[src/rtl/pfg_pkg.sv]
package pfg_pkg;
  localparam int PFG_QW = 16;
  localparam int PFG_HDR_BYTES = 18;
  localparam logic [47:0] PFG_DEST_MAC = 48'h0180C2000001;
  localparam logic [15:0] PFG_ETHERTYPE = 16'h8808;
  localparam logic [15:0] PFG_OPCODE = 16'h0001;

  typedef struct packed {
    logic              is_host;
    logic [PFG_QW-1:0] quanta;
  } pfg_req_t;
endpackage

[src/rtl/pfg_req_arbiter.sv]
module pfg_req_arbiter
  import pfg_pkg::*;
(
  input  logic              clk,
  input  logic              rst_n,
  input  logic              host_start,
  input  logic [PFG_QW-1:0] host_pt,
  input  logic              fifo_congest,
  input  logic              zq_disable,
  input  logic              grant,
  input  logic              host_active,
  output logic              req_valid,
  output pfg_req_t          req,
  output logic              busy
);
  logic              host_pend, auto_pend, cong_q;
  logic [PFG_QW-1:0] pt_reg, auto_pt;
  logic              accept, rise, fall;

  assign busy      = host_pend | host_active;
  assign accept    = host_start & ~busy;
  assign rise      = fifo_congest & ~cong_q;
  assign fall      = ~fifo_congest & cong_q;
  assign req_valid = host_pend | auto_pend;
  assign req.is_host = host_pend;
  assign req.quanta  = host_pend ? pt_reg : auto_pt;

  always_ff @(posedge clk or negedge rst_n) begin
    if (!rst_n) begin
      host_pend <= 1'b0;
      pt_reg    <= '0;
    end else if (accept) begin
      host_pend <= 1'b1;
      pt_reg    <= host_pt;
    end else if (grant && host_pend) begin
      host_pend <= 1'b0;
    end
  end

  always_ff @(posedge clk or negedge rst_n) begin
    if (!rst_n) begin
      auto_pend <= 1'b0;
      auto_pt   <= '0;
      cong_q    <= 1'b0;
    end else begin
      cong_q <= fifo_congest;
      if (rise) begin
        auto_pend <= 1'b1;
        auto_pt   <= pt_reg;
      end else if (fall && !zq_disable) begin
        auto_pend <= 1'b1;
        auto_pt   <= '0;
      end else if (grant && !host_pend) begin
        auto_pend <= 1'b0;
      end
    end
  end

  // an accepted start makes the block busy
  p_start_sets_busy_r2: assert property (@(posedge clk) disable iff (!rst_n)
    host_start && !busy |=> busy);
  // a start while busy leaves the quanta register alone
  p_busy_start_ignored_r10: assert property (@(posedge clk) disable iff (!rst_n)
    host_start && busy |=> $stable(pt_reg));
  // a congestion rise leaves an automatic request queued
  p_rise_queues_r5: assert property (@(posedge clk) disable iff (!rst_n)
    fifo_congest && !cong_q |=> auto_pend);
endmodule

[src/rtl/pfg_streamer.sv]
module pfg_streamer
  import pfg_pkg::*;
#(
  parameter int FRAME_BYTES = 60,
  localparam int IDX_W = $clog2(FRAME_BYTES)
) (
  input  logic             clk,
  input  logic             rst_n,
  input  logic             req_valid,
  input  pfg_req_t         req,
  input  logic             tx_ready,
  output logic             grant,
  output pfg_req_t         cur,
  output logic [IDX_W-1:0] idx,
  output logic             tx_valid,
  output logic             tx_last,
  output logic             host_active
);
  localparam logic [IDX_W-1:0] LAST_IDX = IDX_W'(FRAME_BYTES - 1);

  logic active;

  assign grant       = ~active & req_valid;
  assign tx_valid    = active;
  assign tx_last     = active && (idx == LAST_IDX);
  assign host_active = active & cur.is_host;

  always_ff @(posedge clk or negedge rst_n) begin
    if (!rst_n) begin
      active <= 1'b0;
      idx    <= '0;
      cur    <= '0;
    end else if (grant) begin
      active <= 1'b1;
      idx    <= '0;
      cur    <= req;
    end else if (active && tx_ready) begin
      if (idx == LAST_IDX) active <= 1'b0;
      else                 idx    <= idx + 1'b1;
    end
  end

  // a stalled byte stays offered at the same position
  p_hold_on_stall_r8: assert property (@(posedge clk) disable iff (!rst_n)
    active && !tx_ready |=> active && $stable(idx) && $stable(cur));
  // the final byte, once taken, ends the frame
  p_last_ends_frame_r8: assert property (@(posedge clk) disable iff (!rst_n)
    tx_last && tx_ready |=> !tx_last);
endmodule

[src/rtl/pfg_byte_mux.sv]
module pfg_byte_mux
  import pfg_pkg::*;
#(
  parameter int FRAME_BYTES = 60,
  localparam int IDX_W = $clog2(FRAME_BYTES)
) (
  input  logic [IDX_W-1:0]  idx,
  input  logic [47:0]       station_addr,
  input  logic [PFG_QW-1:0] quanta,
  output logic [7:0]        byte_out
);
  localparam int HDR_W = 8 * PFG_HDR_BYTES;

  logic [HDR_W-1:0] hdr;
  logic [7:0]       hdr_b [PFG_HDR_BYTES];

  assign hdr = {PFG_DEST_MAC, station_addr, PFG_ETHERTYPE, PFG_OPCODE, quanta};

  for (genvar g = 0; g < PFG_HDR_BYTES; g++) begin : g_split
    assign hdr_b[g] = hdr[8*(PFG_HDR_BYTES-1-g) +: 8];
  end

  always_comb begin
    byte_out = 8'h00;
    for (int i = 0; i < PFG_HDR_BYTES; i++) begin
      if (idx == IDX_W'(i)) byte_out = hdr_b[i];
    end
  end
endmodule

[src/rtl/pause_frame_gen.sv]
module pause_frame_gen
  import pfg_pkg::*;
#(
  parameter int FRAME_BYTES = 60,
  localparam int IDX_W = $clog2(FRAME_BYTES)
) (
  input  logic        clk,
  input  logic        rst_n,
  input  logic        host_start,
  input  logic [15:0] host_pause_time,
  input  logic [47:0] station_addr,
  input  logic        zq_disable,
  input  logic        fifo_congest,
  output logic        busy,
  output logic        tx_valid,
  input  logic        tx_ready,
  output logic [7:0]  tx_data,
  output logic        tx_last
);
  logic             req_valid, grant, host_active;
  pfg_req_t         req, cur;
  logic [IDX_W-1:0] idx;

  pfg_req_arbiter u_arb (
    .clk(clk), .rst_n(rst_n), .host_start(host_start), .host_pt(host_pause_time),
    .fifo_congest(fifo_congest), .zq_disable(zq_disable), .grant(grant),
    .host_active(host_active), .req_valid(req_valid), .req(req), .busy(busy)
  );

  pfg_streamer #(.FRAME_BYTES(FRAME_BYTES)) u_str (
    .clk(clk), .rst_n(rst_n), .req_valid(req_valid), .req(req), .tx_ready(tx_ready),
    .grant(grant), .cur(cur), .idx(idx), .tx_valid(tx_valid), .tx_last(tx_last),
    .host_active(host_active)
  );

  pfg_byte_mux #(.FRAME_BYTES(FRAME_BYTES)) u_mux (
    .idx(idx), .station_addr(station_addr), .quanta(cur.quanta), .byte_out(tx_data)
  );

  // busy drops only right after the last byte of a frame is taken
  p_busy_falls_on_last_r2: assert property (@(posedge clk) disable iff (!rst_n)
    $fell(busy) |-> $past(tx_valid && tx_ready && tx_last));
  // output byte is frozen while the sink stalls
  p_data_stable_r8: assert property (@(posedge clk) disable iff (!rst_n)
    tx_valid && !tx_ready |=> tx_valid && $stable(tx_data));
endmodule

[config.mk]
export PLATFORM = sky130hd
export DESIGN_NAME = pause_frame_gen
export DESIGN_NICKNAME = d
export VERILOG_FILES = /design/src/rtl/pfg_pkg.sv /design/src/rtl/pfg_req_arbiter.sv /design/src/rtl/pfg_streamer.sv /design/src/rtl/pfg_byte_mux.sv /design/src/rtl/pause_frame_gen.sv
export SDC_FILE = /design/constraint.sdc
export NUM_CORES = 1
export LEC_CHECK = 0
export ABC_CLOCK_PERIOD_IN_PS = 6400
export BUFFER_PORTS_ARGS = -buffer_cell sky130_fd_sc_hd__buf_2
export CORE_MARGIN = 3
export CORE_UTILIZATION = 40
export DETAILED_ROUTE_END_ITERATION = 6
export PLACE_DENSITY = 0.63
export SKIP_LAST_GASP = 1
export SLEW_MARGIN = 5
export SYNTH_ARGS = -nofsm -noshare
export SYNTH_HDL_FRONTEND = slang
export SYNTH_SLANG_ARGS = --single-unit
[constraint.sdc]
create_clock -name clk -period 6.4 [get_ports clk]
set_input_delay 0.64 -clock clk [delete_from_list [all_inputs] [get_ports clk]]
set_output_delay 0.64 -clock clk [all_outputs]
set_load 0.1 [all_outputs]
==> reports/metrics.csv <==
stage,metric,value,unit
placement,port bufs,80,
worst_hold_path,WHS Endpoint,u_arb.cong_q,
drt,routed vias/inst,5.54,
floorplan,Chip Width,97.4,um
power,Max VDD drop,0.211,mV
setup_path,Setup crit start kind,flop,
final_layout,multi-input logic area,1730,um2
final_layout,"non-filler cells, final",523,
placement,"Cell Area, Placed",3780,um2
setup_path,CP Capture Type,output port,
clocking,Worst-path clk slew,0.07,ns
drt,number of detailed-route iterations in the first pass,4,
placement,placed insts,507,
final_layout,share of cells above drive strength 1,0.283,
clocking,clock latency on the worst-skew pair,0.34,ns
timing,final setup fails,0,
setup_path,crit path DAT,3.10,ns
timing,endpoints failing hold,0,
placement,GPL Wtd Cong,0.986,
setup_path,Crit Reg-Reg Startpoint,u_arb.host_pend,
floorplan,row count,32,
global_routing,first-pass GRT wire length,14.4,mm
floorplan,num ports,81,
final_layout,"most common cell after layout, fill and taps aside",buf_2,
floorplan,full die area,9490,um2
worst_hold_path,Hold Path Cell Cnt,1,
job,max cap viols,0,
timing,Final min period,3.74,ns
final_layout,fill count,810,
logic_synthesis,commonest register cell after synthesis,dfrtp_1,
logic_synthesis,"EDFF count, synth",0,
final_layout,ant diodes,0,
floorplan,height of the die,97.4,um
global_routing,grt ovf,0,
worst_hold_path,Hold Startpoint,fifo_congest,
logic_synthesis,Synth Area in Compound Gates,0.208,
floorplan,core area,7930,um2
final_layout,Layout Area Growth over Synthesis,20.4,%
global_routing,All-Layer GR Usage,0.184,
clocking,Clock Sinks,59,
placement,pre-CTS setup slack,3.04,ns
logic_synthesis,cell count after synthesis,346,
drt,Met1 Wirelength,4.08,mm
logic_synthesis,Syn Area/Cell,9.66,um2
floorplan,starting density of the core,0.422,
logic_synthesis,fraction of registers with async set/reset,1.00,
drt,vias,2895,
global_routing,initial antenna violation count,0,
power,Pwr Density,462,nW/um2
logic_synthesis,largest family of logic cells by synthesized area,compound AO/OA/AOI/OAI gates,
placement,hpwl dp,6.32,mm
timing,final setup margin,2.66,ns
timing,Fmax,0.267,GHz
timing,Slew headroom,0.208,
clocking,CTS resizes,0,
final_layout,nets,490,
logic_synthesis,post-synthesis adder-cell area fraction,0.0150,
logic_synthesis,Synth Area in XOR/XNOR,0.0131,
clocking,Max Buffers Root-to-Sink,2,
timing,Final TNS setup,0,ns
final_layout,"Design Area, Final",4020,um2
clocking,Max H-tree Level,3,
drt,wire length per cell,16.2,um
logic_synthesis,syn_nets,420,
clocking,post-CTS setup buffer count,0,
drt,drt total wl,8.48,mm
timing,count of pins over their slew limit,0,
drt,final antenna-violating net count,0,
drt,top layer in use,met4,
drt,met2 WL,3.60,mm
clocking,number of buffers created by CTS,9,
clocking,CTS tree,yes,
timing,RSZ-0062 raised after global routing,no,
timing,Least-Margin Pin Slew,1.18,ns
final_layout,max reg flops,17,
logic_synthesis,Synthesis Warnings,0,
timing,Hold WS,0.441,ns
outcome,status,"complete, no violations",
drt,DR WL met3,661,um
final_layout,most frequent cells in the layout,"buf_2, dfrtp_1, o21ai_0, nand2_1, nor2_1",
worst_hold_path,Hold Path Class,in -> reg,
setup_path,CP max FO,22,
setup_path,Reg-to-Reg End,u_arb.pt_reg[11],
timing,Layout Skew,0.0100,ns
logic_synthesis,post-synth cell types,57,
power,Pleak,2.01,nW
setup_path,Worst R2R Path Depth,3,
logic_synthesis,"Cell Area, Synth",3340,um2
setup_path,WP data required,5.76,ns
final_layout,register area,1480,um2
global_routing,largest net degree at the start of global routing,60,
logic_synthesis,"flops & latches, synth",59,
timing,fin crit share,0.585,
clocking,number of hold buffers added after cts,0,
logic_synthesis,register area share after synthesis,0.442,
drt,Iter 0 DRT Violations,191,
setup_path,Crit Path Class,reg -> out,
drt,DRC violations left,0,
logic_synthesis,Post-Synth Simple-Gate Area,0.177,
setup_path,R2R setup slack,4.04,ns
clocking,Clock Root Buffer,clkbuf_8,
logic_synthesis,mux cell area share after synthesis,0.105,
global_routing,number of global-route vias before repair,2829,
==> metal layers <==
| layer | vias to the layer above | GRT usage |
|---|---|---|
| met5 | - | 0 |
| met4 | 0 | 0.0607 |
| met3 | 13 | 0.0452 |
| met2 | 134 | 0.274 |
| met1 | 1333 | 0.263 |
| li1 | 1415 | - |
==> cells in the mapped netlist, types with 2 or more instances <==
library cell | number | area share
dfrtp_1 | 59 | 0.44
o21ai_0 | 33 | 0.049
nand2_1 | 31 | 0.035
nor2_1 | 28 | 0.031
a21oi_1 | 20 | 0.030
mux2i_1 | 17 | 0.051
a22o_1 | 16 | 0.042
clkbuf_1 | 16 | 0.018
mux2_2 | 16 | 0.054
nor2b_1 | 7 | 0.013
o211ai_1 | 7 | 0.016
inv_1 | 6 | 0.0067
nand3_1 | 6 | 0.0090
nor3_1 | 6 | 0.0090
o211a_1 | 5 | 0.015
and2_1 | 4 | 0.0075
buf_2 | 4 | 0.0060
ha_1 | 4 | 0.015
nand4_1 | 4 | 0.0075
nor3b_1 | 4 | 0.0090
xor2_1 | 4 | 0.010
a221o_1 | 3 | 0.0090
a221oi_1 | 3 | 0.0079
nand4b_1 | 3 | 0.0079
a211oi_1 | 2 | 0.0045
buf_6 | 2 | 0.0067
nand2b_1 | 2 | 0.0037
o2111ai_1 | 2 | 0.0052
o21a_1 | 2 | 0.0045
or3_1 | 2 | 0.0037
or4_1 | 2 | 0.0045
==> power by group <==
group	switching, mW	internal, mW	total (mW)
clock	0.139	0.268	0.407
combinational	0.605	0.285	0.891
sequential	0.114	0.449	0.563
total	0.858	1.00	1.86
==> worst max-delay path by stage <==
stage	start	cells after the start	endpoint	slack, ns
detailed placement	u_str.idx[2]	6	tx_data[7]	3.04
global placement	u_str.idx[0]	7	tx_data[6]	3.16
CTS	u_str.idx[2]	6	tx_data[7]	2.67
global route	u_str.idx[4]	6	tx_data[7]	2.40
finish	u_str.idx[2]	6	tx_data[7]	2.66
floorplan	u_str.idx[0]	7	tx_data[6]	2.34
==> layout make-up <==
cell class | instances | area share
clock inverters | 5 | 0.0249
clock buffers | 11 | 0.0351
flip-flops and latches | 59 | 0.367
well taps | 102 | 0.0317
inverters | 6 | 0.00560
multi-input cells | 257 | 0.431
repair buffers | 83 | 0.105
==> per-stage QoR <==
step	util	power, mW
5_1_grt	0.508	1.97
4_1_cts	0.508	1.87
2_1_floorplan	-	1.29
3_3_place_gp	0.477	1.44
3_5_place_dp	0.477	1.45
6_report	0.508	1.86
==> critical path: stages (launching register included) <==
cell	delay (ns)
dfrtp_1	0.60
nor4b_1	0.70
nand2_1	0.46
o211ai_1	0.23
o221ai_2	0.12
a21oi_1	0.19
buf_2	0.46
==> cells by family (layout without fill, tap and decap cells) <==
| family | after synthesis | count (layout) |
|---|---|---|
| simple gates | 112 | 112 |
| compound gates | 103 | 103 |
| flops | 59 | 59 |
| mux | 33 | 33 |
| buf+inv | 30 | 105 |
| xor+xnor | 5 | 5 |
| fa+ha+maj | 4 | 4 |
No activity file was read; power rests on OpenSTA's default activity.
